===== config.mk =====
export PLATFORM = sky130hd
export DESIGN_NAME = dual_byte_queue
export DESIGN_NICKNAME = d
export VERILOG_FILES = /design/src/rtl/dbq_pkg.sv /design/src/rtl/flush_walker.sv /design/src/rtl/byte_queue.sv /design/src/rtl/dual_byte_queue.sv
export SDC_FILE = /design/constraint.sdc
export NUM_CORES = 1
export LEC_CHECK = 0
export BUFFER_PORTS_ARGS = -buffer_cell sky130_fd_sc_hd__buf_2
export CORE_MARGIN = 2
export CORE_UTILIZATION = 50
export DETAILED_ROUTE_END_ITERATION = 7
export PLACE_DENSITY = 0.66
export SYNTH_ARGS = -nofsm -noshare
export SYNTH_HDL_FRONTEND = slang
export SYNTH_HIERARCHICAL = 1
export SYNTH_SLANG_ARGS = --single-unit
export TNS_END_PERCENT = 50

===== constraint.sdc =====
create_clock -name clk -period 3.6 [get_ports clk]
set_clock_uncertainty 0.05 [all_clocks]
set_input_delay 0.72 -clock clk [delete_from_list [all_inputs] [get_ports clk]]
set_output_delay 0.72 -clock clk [all_outputs]
set_load 0.005 [all_outputs]

===== src/rtl/dbq_pkg.sv =====
package dbq_pkg;

  // Highest usable watermark for a queue of the given depth.
  function automatic int unsigned mark_limit(int unsigned depth);
    return depth / 2 - 1;
  endfunction

  // Programmed mark lowered to the usable limit.
  function automatic int unsigned clamp_mark(int unsigned req, int unsigned depth);
    return (req > mark_limit(depth)) ? mark_limit(depth) : req;
  endfunction

  // Watermark comparison; low_side selects "at or below" versus "at or above".
  function automatic logic mark_hit(int unsigned level, int unsigned mark, logic low_side);
    return low_side ? (level <= mark) : (level >= mark);
  endfunction

endpackage


===== src/rtl/flush_walker.sv =====
module flush_walker (
  input  logic clk,
  input  logic rst_n,
  input  logic start,
  input  logic drained,
  output logic busy,
  output logic step
);

  always_ff @(posedge clk or negedge rst_n) begin
    if (!rst_n)               busy <= 1'b0;
    else if (start)           busy <= 1'b1;
    else if (busy && drained) busy <= 1'b0;
  end

  // one discarded entry per cycle while work remains
  assign step = busy && !drained;

endmodule


===== src/rtl/byte_queue.sv =====
module byte_queue #(
  parameter int DEPTH    = 32,
  parameter int DW       = 8,
  parameter int TW       = 8,
  parameter bit LOW_SIDE = 1'b1
) (
  input  logic                       clk,
  input  logic                       rst_n,
  input  logic                       push,
  input  logic [DW-1:0]              push_data,
  input  logic                       pop,
  output logic [DW-1:0]              pop_data,
  input  logic [TW-1:0]              mark_cfg,
  input  logic                       flush_set,
  output logic                       flush_busy,
  output logic [$clog2(DEPTH):0]     level,
  output logic                       empty,
  output logic                       full,
  output logic                       mark_flag,
  output logic                       overrun
);
  import dbq_pkg::*;

  localparam int AW = $clog2(DEPTH);
  localparam int CW = AW + 1;

  logic [DW-1:0] store [DEPTH];
  logic [AW-1:0] wptr, rptr;
  logic [CW-1:0] count;
  logic [CW-1:0] mark_eff;

  // named internal events
  logic push_ok, pop_ok, walk_step, advance_rd;

  flush_walker u_walk (
    .clk     (clk),
    .rst_n   (rst_n),
    .start   (flush_set),
    .drained (empty),
    .busy    (flush_busy),
    .step    (walk_step)
  );

  assign empty      = (count == '0);
  assign full       = (count == CW'(DEPTH));
  assign level      = count;
  assign push_ok    = push && !full && !flush_busy;
  assign pop_ok     = pop && !empty && !flush_busy;
  assign advance_rd = pop_ok || walk_step;
  assign mark_eff   = CW'(clamp_mark(int'(mark_cfg), DEPTH));

  generate
    if (LOW_SIDE) begin : g_low
      assign mark_flag = mark_hit(int'(count), int'(mark_eff), 1'b1);
    end else begin : g_high
      assign mark_flag = mark_hit(int'(count), int'(mark_eff), 1'b0);
    end
  endgenerate

  always_ff @(posedge clk) begin
    if (push_ok) store[wptr] <= push_data;
  end

  always_ff @(posedge clk or negedge rst_n) begin
    if (!rst_n) begin
      wptr     <= '0;
      rptr     <= '0;
      count    <= '0;
      pop_data <= '0;
      overrun  <= 1'b0;
    end else begin
      if (push_ok)    wptr <= wptr + 1'b1;
      if (advance_rd) rptr <= rptr + 1'b1;
      case ({push_ok, advance_rd})
        2'b10:   count <= count + 1'b1;
        2'b01:   count <= count - 1'b1;
        default: count <= count;
      endcase
      if (pop) pop_data <= pop_ok ? store[rptr] : '0;
      overrun <= push && full && !flush_busy;
    end
  end

  AST_LEVEL_RANGE: assert property (@(posedge clk) disable iff (!rst_n)
    count <= CW'(DEPTH));
  AST_FULL_HOLDS: assert property (@(posedge clk) disable iff (!rst_n)
    (full && !pop && !flush_busy && !flush_set) |=> full);
  AST_OVR_NEEDS_FULL: assert property (@(posedge clk) disable iff (!rst_n)
    overrun |-> $past(full));
  AST_EMPTY_POP_ZERO: assert property (@(posedge clk) disable iff (!rst_n)
    (pop && empty) |=> (pop_data == '0));
  AST_DRAIN_ENDS_EMPTY: assert property (@(posedge clk) disable iff (!rst_n)
    $fell(flush_busy) |-> empty);
  AST_DRAIN_NO_GROW: assert property (@(posedge clk) disable iff (!rst_n)
    flush_busy |=> (count <= $past(count)));

endmodule


===== src/rtl/dual_byte_queue.sv =====
module dual_byte_queue #(
  parameter int DEPTH = 32,
  parameter int DW    = 8,
  parameter int TW    = 8
) (
  input  logic                   clk,
  input  logic                   rst_n,
  input  logic                   txq_wr_en,
  input  logic [DW-1:0]          txq_wr_byte,
  input  logic                   txq_rd_en,
  output logic [DW-1:0]          txq_rd_byte,
  input  logic [TW-1:0]          txq_mark,
  input  logic                   txq_flush_go,
  output logic                   txq_flushing,
  output logic [$clog2(DEPTH):0] txq_level,
  output logic                   txq_empty,
  output logic                   txq_full,
  output logic                   txq_low,
  output logic                   txq_overrun,
  input  logic                   rxq_wr_en,
  input  logic [DW-1:0]          rxq_wr_byte,
  input  logic                   rxq_rd_en,
  output logic [DW-1:0]          rxq_rd_byte,
  input  logic [TW-1:0]          rxq_mark,
  input  logic                   rxq_flush_go,
  output logic                   rxq_flushing,
  output logic [$clog2(DEPTH):0] rxq_level,
  output logic                   rxq_empty,
  output logic                   rxq_full,
  output logic                   rxq_high,
  output logic                   rxq_overrun
);

  byte_queue #(.DEPTH(DEPTH), .DW(DW), .TW(TW), .LOW_SIDE(1'b1)) u_out (
    .clk (clk), .rst_n (rst_n),
    .push (txq_wr_en), .push_data (txq_wr_byte),
    .pop (txq_rd_en), .pop_data (txq_rd_byte),
    .mark_cfg (txq_mark), .flush_set (txq_flush_go), .flush_busy (txq_flushing),
    .level (txq_level), .empty (txq_empty), .full (txq_full),
    .mark_flag (txq_low), .overrun (txq_overrun)
  );

  byte_queue #(.DEPTH(DEPTH), .DW(DW), .TW(TW), .LOW_SIDE(1'b0)) u_in (
    .clk (clk), .rst_n (rst_n),
    .push (rxq_wr_en), .push_data (rxq_wr_byte),
    .pop (rxq_rd_en), .pop_data (rxq_rd_byte),
    .mark_cfg (rxq_mark), .flush_set (rxq_flush_go), .flush_busy (rxq_flushing),
    .level (rxq_level), .empty (rxq_empty), .full (rxq_full),
    .mark_flag (rxq_high), .overrun (rxq_overrun)
  );

endmodule


* Word level (Yosys, flattened, before mapping)
Memories as Yosys holds them, arrays and structs flattened.
Index checks and enable logic that the tools add are counted.
W data, S select, Z words.
** Storage, ports and cells
- Word-level logic and storage cells :: 76
- Bits in registers :: 52
- RAM bits :: 512
- Bits of input ports :: 40
- Memories kept :: 2
** Operators by class
- Multiplexer cells :: 14
- $lt $le $gt $ge :: 4
- Eq/ne operators :: 6
- Add/subtract/negate cells :: 8
- Reductions and logical operators :: 30
** Memory list
- u_in.store :: words 32, bits a word 8, rd ports 1, clocked after memory_dff 0, wr ports 1, line byte_queue.sv:27 : logic [DW-1:0] store [DEPTH];
- u_out.store :: words 32, bits a word 8, rd ports 1, clocked after memory_dff 0, wr ports 1, line byte_queue.sv:27
** Operators with widths (number)
- $pmux W6 S2 :: 2
- $add A5 B1 Y5 const B :: 4
- $gt A8 B4 Y1 const B :: 2
- $logic_and A1 B1 Y1 :: 16
- $mux W8 :: 2
- $add A6 B1 Y6 const B :: 2
- $eq A6 B6 Y1 const B :: 2
- $logic_not A6 Y1 :: 2
- $mux W6 :: 2
- $sub A6 B1 Y6 const B :: 2
- $mux W1 :: 8
- $reduce_bool A2 Y1 :: 4
- $ge A6 B6 Y1 :: 1
- $le A6 B6 Y1 :: 1
- $logic_not A1 Y1 :: 6
- $eq A2 B1 Y1 const B :: 2
- $eq A2 B2 Y1 const B :: 2
- $logic_or A1 B1 Y1 :: 2

* Longest topological paths before layout
Gate-level depths: netlist of run 1.
- Depth in word-level cells :: 7
- Mapped depth :: 15
- Depth with buffers taken out :: 12

* Hierarchy
Netlist of run 1, hierarchy kept.
** By module, submodules not included
- byte_queue (u_in) :: sequential area each 8313.0 µm², cells each 662, area an instance 11574.9 µm², times used 1
- byte_queue (u_out) :: sequential area each 8313.0 µm², cells each 643, area an instance 11456.0 µm², times used 1
- flush_walker :: sequential area each 25.0 µm², cells each 3, area an instance 45.0 µm², times used 2

* Least setup slack after synthesis of run 1
OpenSTA, ideal clock, no wires.
- Path type :: input to output
- From :: input port rxq_mark[6]
- To :: output port rxq_high
- Data required time :: 2830 ps
- Buffers on the path :: 0
- Data arrival time :: 2510 ps
- Cell stages on the path :: 8
- Slack :: 320 ps
- Path through :: or4_1 or2_2 ha_1 nand2b_1 a21o_1 a21o_1 a21oi_1 o21ai_0
** Between the ends
- Word-level cells in the longest chain between the ends :: 3
** Ends and longest elaborated chain
- start: declaration :: line dual_byte_queue.sv:24 : input logic [TW-1:0] rxq_mark,
- $gt A8 B4 Y1 :: line dbq_pkg.sv:10 : return (req > mark_limit(depth)) ? mark_limit(depth) : req;
- $mux W6 :: line dbq_pkg.sv:10
- $ge A6 B6 Y1 :: line dbq_pkg.sv:15 : return low_side ? (level <= mark) : (level >= mark);
- end: declaration :: line dual_byte_queue.sv:30 : output logic rxq_high,
No other way between the ends.

* Final worst setup path of run 1
Same ends and word-level chain as after synthesis.

==> summary.txt, run 1 <==
GRT
  • GRT Resource Usage Total: 21.38%
  • Vias in the first global route: 12470
  • GRT overflow: 0
  • First-pass GRT wire length: 75990 µm
  • Largest net degree at the start of global routing: 37
  • Antenna violations before repair: 0

Outcome
  • Status: complete, no violations

Floorplan
  • Die ar.: 47980 µm²
  • Die H: 219.0 µm
  • Initial Util: 50.84%
  • Chip Width: 219.0 µm
  • Row cnt: 78
  • Core footprint: 45480 µm²
  • IO Count: 78

Finish
  • Layout cells sized above 1: 24.82%
  • Commonest non-fill, non-tap cell in the layout: edfxtp_1
  • Fin nets: 1518
  • Area growth, synth to finish: 13.10%
  • Non-filler cells, final: 2095
  • Most frequent cells in the layout: 512 x edfxtp_1, 121 x nor2_1, 87 x mux4_2
  • Antenna cell count: 0
  • Final Util: 57.50%

Drt
  • DRC: 0
  • Metal2 WL: 23560 µm
  • Number of nets with antenna violations after routing: 0
  • M1 wire length: 22060 µm
  • WL met3: 3579 µm
  • Pre-Repair DR Iteration Count: 7
  • Top sig layer: met4
  • Wire per inst: 23.95 µm
  • Via count: 12320
  • WL final: 50180 µm
  • Vias/cell: 5.878
  • 1st-iter DRT viols: 1300

Clocking
  • Clk_lat worst skew: 0.61 ns
  • H-tree lvl count: 2
  • CTS Buf Count: 55
  • Root Buffer: clkbuf_16
  • CTS tree: yes
  • Postcts setup bufs: 0
  • CTS sink cnt: 564
  • Clock transition at path regs: 0.06 ns
  • Bufs on Longest Clock Path: 3

Placement
  • Post-Place Cells: 1993
  • I/O Buffers: 77
  • DP HPWL: 31220 µm
  • RD Place Congestion: 0.8393

Yosys
  • Area leader, netlist: edfxtp_1
  • Synth Warn #: 6
  • Synth top area share: 66.50%
  • Netlist cell types: 65
  • Ys async rst share: 9.220%
  • Post-Synthesis Cells: 1311
  • Sequential area share after synthesis: 72.13%
  • Synth area leaders: edfxtp_1 66%, mux4_2 8.5%, dfrtp_1 5.6%
  • Cell Area, Synth: 23120 µm²
  • #FFs+latches synth: 564
  • Main flop type after synthesis: edfxtp_1
  • Post-synth EDFFs: 512
  • Syn Area/Cell: 17.64 µm²

Worst setup path
  • Worst Path Buf+Inv: 2
  • Crit path capture: rxq_high
  • Worst setup path class: primary input to output pin
  • Top delay family on crit path: simple AND/OR/NAND/NOR gates
  • Critical Path Start Type: primary input
  • Worst reg-to-reg path cell count: 11
  • Critical R2R Launch: u_in/level[1]$_DFFE_PN0P_
  • Worst Setup End Kind: output pin
  • CP max stage delay: 0.53 ns
  • R2r endpoint: u_in/level[3]$_DFFE_PN0P_
  • Required time worst endpoint: 2.83 ns
  • Stages on the worst setup path: 10
  • Max Fanout on Critical Path: 2
  • R2R Setup Slk: 0.62 ns
  • CP Cell Sequence: buf_2, or4_4, or2_2, ha_1, nand2b_1, a21o_1, a21o_1, a21oi_1, o21ai_0, buf_2
  • CP startpoint: rxq_mark[6]
  • Slowest CP cell: or4_4
  • Worst EP arrival: 2.73 ns

Timing
  • Fmax: 286.1 MHz
  • Post-layout minimum cycle time: 3.495 ns
  • Slew HR: 34.39%
  • Period utilization: 97.09%
  • Setup TNS: 0 ns
  • Final hold vios: 0
  • Measured slew at the worst slew-check pin: 0.9821 ns
  • # setup viols final: 0
  • Max-slew violations: 0
  • RSZ-0062 raised after global routing: no

Pwr
  • Int Pwr: 0.01295 W
  • Pwr Density: 712.2 nW/µm²
  • Combinational group share of total power: 26.8%
  • Final Power: 0.01862 W
  • NetSw: 0.005674 W
  • Clock Power Share: 30.3%
  • Seq pwr share: 43.0%
  • Leak pwr: 8.935 nW
  • VDD IR max: 0.4398 mV
  • Switching Share: 30.47%

Flow run
  • Max cap viols: 0

Worst hold path
  • Hold/Removal Path Class: primary input to async pin
[layout make-up]
cell class | count | area [µm²]
fill | 3472 | 19330
sequential | 564 | 16690
multi-input combinational | 666 | 5949
clock buffer | 75 | 1503
timing repair buffer | 144 | 913.4
tap | 600 | 750.7
clock inverter | 27 | 275.3
inverter | 19 | 71.32
[timing repair]
item | CTS | global route
setup endpoints to repair | 0 | 1
hold buffers | 0 | 0
resized for setup | 0 | 1
[registers in the layout, indices dropped and copies added, names as in the netlist, 5 cells and up]
signal	count
u_out/rptr	5
u_in/wptr	5
u_out/wptr	5
u_out/store	256
u_in/rptr	5
u_out/pop_data	8
u_in/pop_data	8
u_in/store	256
u_out/level	6
u_in/level	6
[stage by stage]
| stage | worst slack [ns] | hold WS [ns] | instance area, µm² |
|---|---|---|---|
| 2_1_floorplan | 0.3202 | 0.3744 | 23130 |
| 3_3_place_gp | 0.1050 | 0.5443 | 24370 |
| 3_5_place_dp | 0.08798 | 0.5591 | 24370 |
| 4_1_cts | 0.06845 | 0.1667 | 26150 |
| 5_1_grt | 0.01615 | 0.2048 | 26150 |
| 6_report | 0.1049 | 0.1629 | 26150 |
[worst reg2reg max path, cell delays in order, from the launching register on]
cell,delay (ns)
dfrtp_1,0.52
nor3_4,0.34
and3_2,0.26
nor2b_4,0.04
or2_1,0.35
ha_1,0.26
buf_4,0.18
a21o_2,0.21
nand2_1,0.08
a21boi_0,0.22
mux2i_1,0.24
xnor2_1,0.14
[cells in the mapped netlist (16+ instances only)]
| library cell | count |
|---|---|
| mux2_2 | 34 |
| dfrtp_1 | 52 |
| o22ai_1 | 25 |
| nor2b_1 | 18 |
| a21oi_1 | 24 |
| edfxtp_1 | 512 |
| inv_1 | 16 |
| nor2_1 | 121 |
| nand2_1 | 54 |
| buf_2 | 20 |
| clkbuf_1 | 16 |
| mux4_2 | 87 |
| xnor2_1 | 18 |
| mux2i_1 | 62 |
| o21ai_0 | 28 |
| ha_1 | 28 |
[per-layer routing]
metal | GRT usage, % | vias to the layer above
met5 | 0 | -
li1 | - | 5446
met2 | 33.43 | 431
met1 | 31.48 | 6360
met3 | 3.825 | 78
met4 | 5.315 | 0
[worst min-delay path by stage]
stage | endpoint | slack, ns | cells after the start
after floorplan | u_in/level[0]$_DFFE_PN0P_ | 0.37 | 0
after global placement | u_out/level[4]$_DFFE_PN0P_ | 0.54 | 1
after detailed placement | u_in/rptr[3]$_DFFE_PN0P_ | 0.56 | 2
after CTS | u_out/wptr[1]$_DFFE_PN0P_ | 0.17 | 1
after global routing | u_in/level[3]$_DFFE_PN0P_ | 0.20 | 1
final | u_in/level[3]$_DFFE_PN0P_ | 0.16 | 1
[power by group through the flow]
stage	Combinational (W)	Clock (W)	Sequential (W)
finish	0.00498	0.00564	0.00800
global route	0.00534	0.00600	0.00808
CTS	0.00496	0.00574	0.00802
detailed placement	0.00494	0	0.00815
global placement	0.00488	0	0.00815
floorplan	0.00400	0	0.00767
[cell families after synthesis]
logic type | share of synthesized area [%]
AOI/OAI and AO/OA | 4.562
muxes | 12.88
other | 0.03248
buffers and inverters | 2.192
and+or+nand+nor | 5.596
adders and majority gates | 1.515
xor gates and xnor gates | 1.099
DFF | 72.13
No activity file was read; power rests on OpenSTA's default activity.
==> inputs of run 2 (changes only) <==
- RECOVER_POWER: not set -> 100
==> run 2 against run 1 <==
  * The flow now finishes with violations (max-capacitance violations, max-slew violations)
  * Critical endpoint unchanged
  * Flip-flop and latch count did not move
  * Register-to-register slack got worse by 0.29 ns
  * Sequential power barely moved
  * Final cell count did not move
  * Hold slack improved by 0.090 ns
  * Non-clock buffer count did not move
  * Die area did not move
  * Wire length rose by 0.14%
  * First-iteration DRC count fell by 0.38%
  * Fmax rose by 0.41%
  * Final area fell by 0.99%
==> summary.txt, run 2 (same netlist as run 1, synthesis figures left out) <==
Pwr
  • Pwr Density: 715.8 nW/µm² (was 712.2 nW/µm²)
  • Switching Share: 30.45% (was 30.47%)
  • Leak pwr: 8.641 nW (was 8.935 nW)
  • VDD IR max: 0.4395 mV (was 0.4398 mV)
  • Clock Power Share: 30.4% (was 30.3%)
  • NetSw: 0.005643 W (was 0.005674 W)
  • Combinational group share of total power: 26.5% (was 26.8%)
  • Seq pwr share: 43.1% (was 43.0%)
  • Int Pwr: 0.01289 W (was 0.01295 W)

Timing
  • # setup viols final: 0 (unchanged)
  • Period utilization: 96.70% (was 97.09%)
  • Hold_ws: 0.2528 ns (was 0.1629 ns)
  • Post-layout minimum cycle time: 3.481 ns (was 3.495 ns)
  • Setup TNS: 0 ns (unchanged)
  • Final hold vios: 0 (unchanged)
  • Max-slew violations: 429 (was 0)
  • RSZ-0062 raised after global routing: no (unchanged)
  • Measured slew at the worst slew-check pin: 1.979 ns (was 0.9821 ns)
  • Slew HR: -31.92% (was 34.39%)
  • Fmax: 287.3 MHz (was 286.1 MHz)

Finish
  • Area growth, synth to finish: 11.98% (was 13.10%)
  • Largest registers: u_in/store (256), u_out/store (256) (unchanged)
  • Fin nets: 1518 (unchanged)
  • Layout cells sized above 1: 19.60% (was 24.82%)
  • Commonest non-fill, non-tap cell in the layout: edfxtp_1 (unchanged)
  • Most frequent cells in the layout: 512 x edfxtp_1, 121 x nor2_1, 89 x clkbuf_1 (was 512 x edfxtp_1, 121 x nor2_1, 87 x mux4_2)
  • Antenna cell count: 0 (unchanged)

Clocking
  • CTS tree: yes (unchanged)
  • Post-CTS Hold Buffers: 0 (unchanged)
  • Bufs on Longest Clock Path: 3 (unchanged)
  • CTS Buf Count: 55 (unchanged)
  • Postcts setup bufs: 0 (unchanged)
  • Clk_lat worst skew: 0.61 ns (about the same)
  • CTS sink cnt: 564 (unchanged)
  • Clock transition at path regs: 0.06 ns (about the same)
  • H-tree lvl count: 2 (unchanged)
  • Root Buffer: clkbuf_16 (unchanged)

Floorplan
  • Die H: 219.0 µm (unchanged)
  • Core footprint: 45480 µm² (unchanged)
  • Chip Width: 219.0 µm (unchanged)
  • Initial Util: 50.84% (unchanged)
  • Die ar.: 47980 µm² (unchanged)
  • Row cnt: 78 (unchanged)
  • IO Count: 78 (unchanged)

GRT
  • Antenna violations before repair: 0 (unchanged)
  • Met2 usage: 33.43% (unchanged)
  • GRT overflow: 0 (unchanged)
  • Global Route met3 Usage: 3.825% (unchanged)
  • GRT Resource Usage Total: 21.38% (unchanged)
  • Vias in the first global route: 12470 (unchanged)
  • Met1 Use GR: 31.48% (unchanged)
  • First-pass GRT wire length: 75990 µm (unchanged)
  • Largest net degree at the start of global routing: 37 (unchanged)
  • Grt peak-use layer: met2 (unchanged)

Worst setup path
  • Worst EP arrival: 2.71 ns (was 2.73 ns)
  • Max Fanout on Critical Path: 2 (unchanged)
  • Worst setup path class: primary input to output pin (unchanged)
  • Required time worst endpoint: 2.83 ns (about the same)
  • Critical Path Start Type: primary input (unchanged)
  • Worst Setup End Kind: output pin (unchanged)

Drt
  • Number of nets with antenna violations after routing: 0 (unchanged)
  • Via count: 12300 (was 12320)
  • Pre-Repair DR Iteration Count: 5 (was 7)
  • WL final: 50250 µm (was 50180 µm)
  • Vias/cell: 5.871 (was 5.878)
  • DRC: 0 (unchanged)
  • 1st-iter DRT viols: 1295 (was 1300)
  • Wire per inst: 23.99 µm (was 23.95 µm)

Placement
  • DP HPWL: 31220 µm (unchanged)
  • RD Place Congestion: 0.8393 (unchanged)
  • I/O Buffers: 77 (unchanged)

Flow run
  • Max cap viols: 13 (was 0)

Worst hold path
  • Hold/Removal Path Class: primary input to flop (was primary input to async pin)

Outcome
  • Failing checks: max-capacitance violations, max-slew violations
  • Status: complete, but fails checks (was complete, no violations)
-- run 2: changes by cell type in the layout (fill, tap and decap cells not counted), moves of 2 or more --
cell,delta
nor3_4,-2
a31oi_2,-2
a31oi_1,+2
buf_4,-44
nor3_1,+2
buf_2,-30
clkbuf_1,+73
o21ai_1,-3
o21ai_0,+3
clkbuf_2,+2
-- run 2: cell type report --
class | instances | area (µm²)
fillers | 3546 | 19590
flip-flops and latches | 564 | 16680
multi-input cells | 666 | 5911
clock buffers | 75 | 1503
well taps | 600 | 750.7
repair buffers | 144 | 696.9
clock inverters | 27 | 275.3
inverters | 19 | 71.32
-- run 2: repair_timing --
| action | in CTS | in global routing |
|---|---|---|
| endpoints found under the hold margin | 0 | 0 |
| setup endpoints to repair | 0 | 1 |
| gates resized for setup | 0 | 1 |
-- run 2: power by group through the flow --
stage	Clock, W	Combinational [W]	Sequential [W]
6_report	0.00563	0.00491	0.00799
3_5_place_dp	0	0.00494	0.00815
2_1_floorplan	0	0.00400	0.00767
3_3_place_gp	0	0.00488	0.00815
5_1_grt	0.00600	0.00527	0.00806
4_1_cts	0.00574	0.00496	0.00802
-- run 2: worst max-delay path, cell delays in order --
cell and delay (ns):
buf_2 0.10, or4_4 0.53, or2_2 0.29, ha_1 0.27, nand2b_1 0.14, a21o_1 0.17
a21o_1 0.17, a21oi_1 0.12, o21ai_0 0.09, clkbuf_1 0.11
-- run 2: routing by layer --
metal	vias up	part of all wire, %
met3	73	6.4
met5	-	0
met4	0	1.9
met1	6338	44
li1	5447	-
met2	442	47
-- run 2: worst paths after layout --
kind | start | endpoint | slack (ns) | cells after the start
worst max register to register | u_in/level[1]$_DFFE_PN0P_ | u_in/level[3]$_DFFE_PN0P_ | 0.33 | 11
worst min register to register | u_in/rptr[1]$_DFFE_PN0P_ | u_in/rptr[3]$_DFFE_PN0P_ | 0.57 | 2
min in group asynchronous | rst_n | u_in/level[3]$_DFFE_PN0P_ | 0.63 | 1
worst min-delay path | txq_flush_go | u_out/u_walk/busy$_DFFE_PN0P_ | 0.25 | 2
worst max-delay path | rxq_mark[6] | rxq_high | 0.12 | 10
max in group asynchronous | rst_n | u_in/rptr[0]$_DFFE_PN0P_ | 0.80 | 2
-- run 2: per-stage QoR --
step / utilization, % / power [W] / instance area [µm²] / worst slack (ns) / cells
2_1_floorplan: - / 0.01167 / 23130 / 0.3202 / 1313
3_3_place_gp: 53.58 / 0.01303 / 24370 / 0.1050 / 1993
3_5_place_dp: 53.58 / 0.01310 / 24370 / 0.08798 / 1993
4_1_cts: 57.49 / 0.01872 / 26150 / 0.06845 / 2095
5_1_grt: 56.93 / 0.01933 / 25890 / 0.01119 / 2095
6_report: 56.93 / 0.01853 / 25890 / 0.1190 / 2095
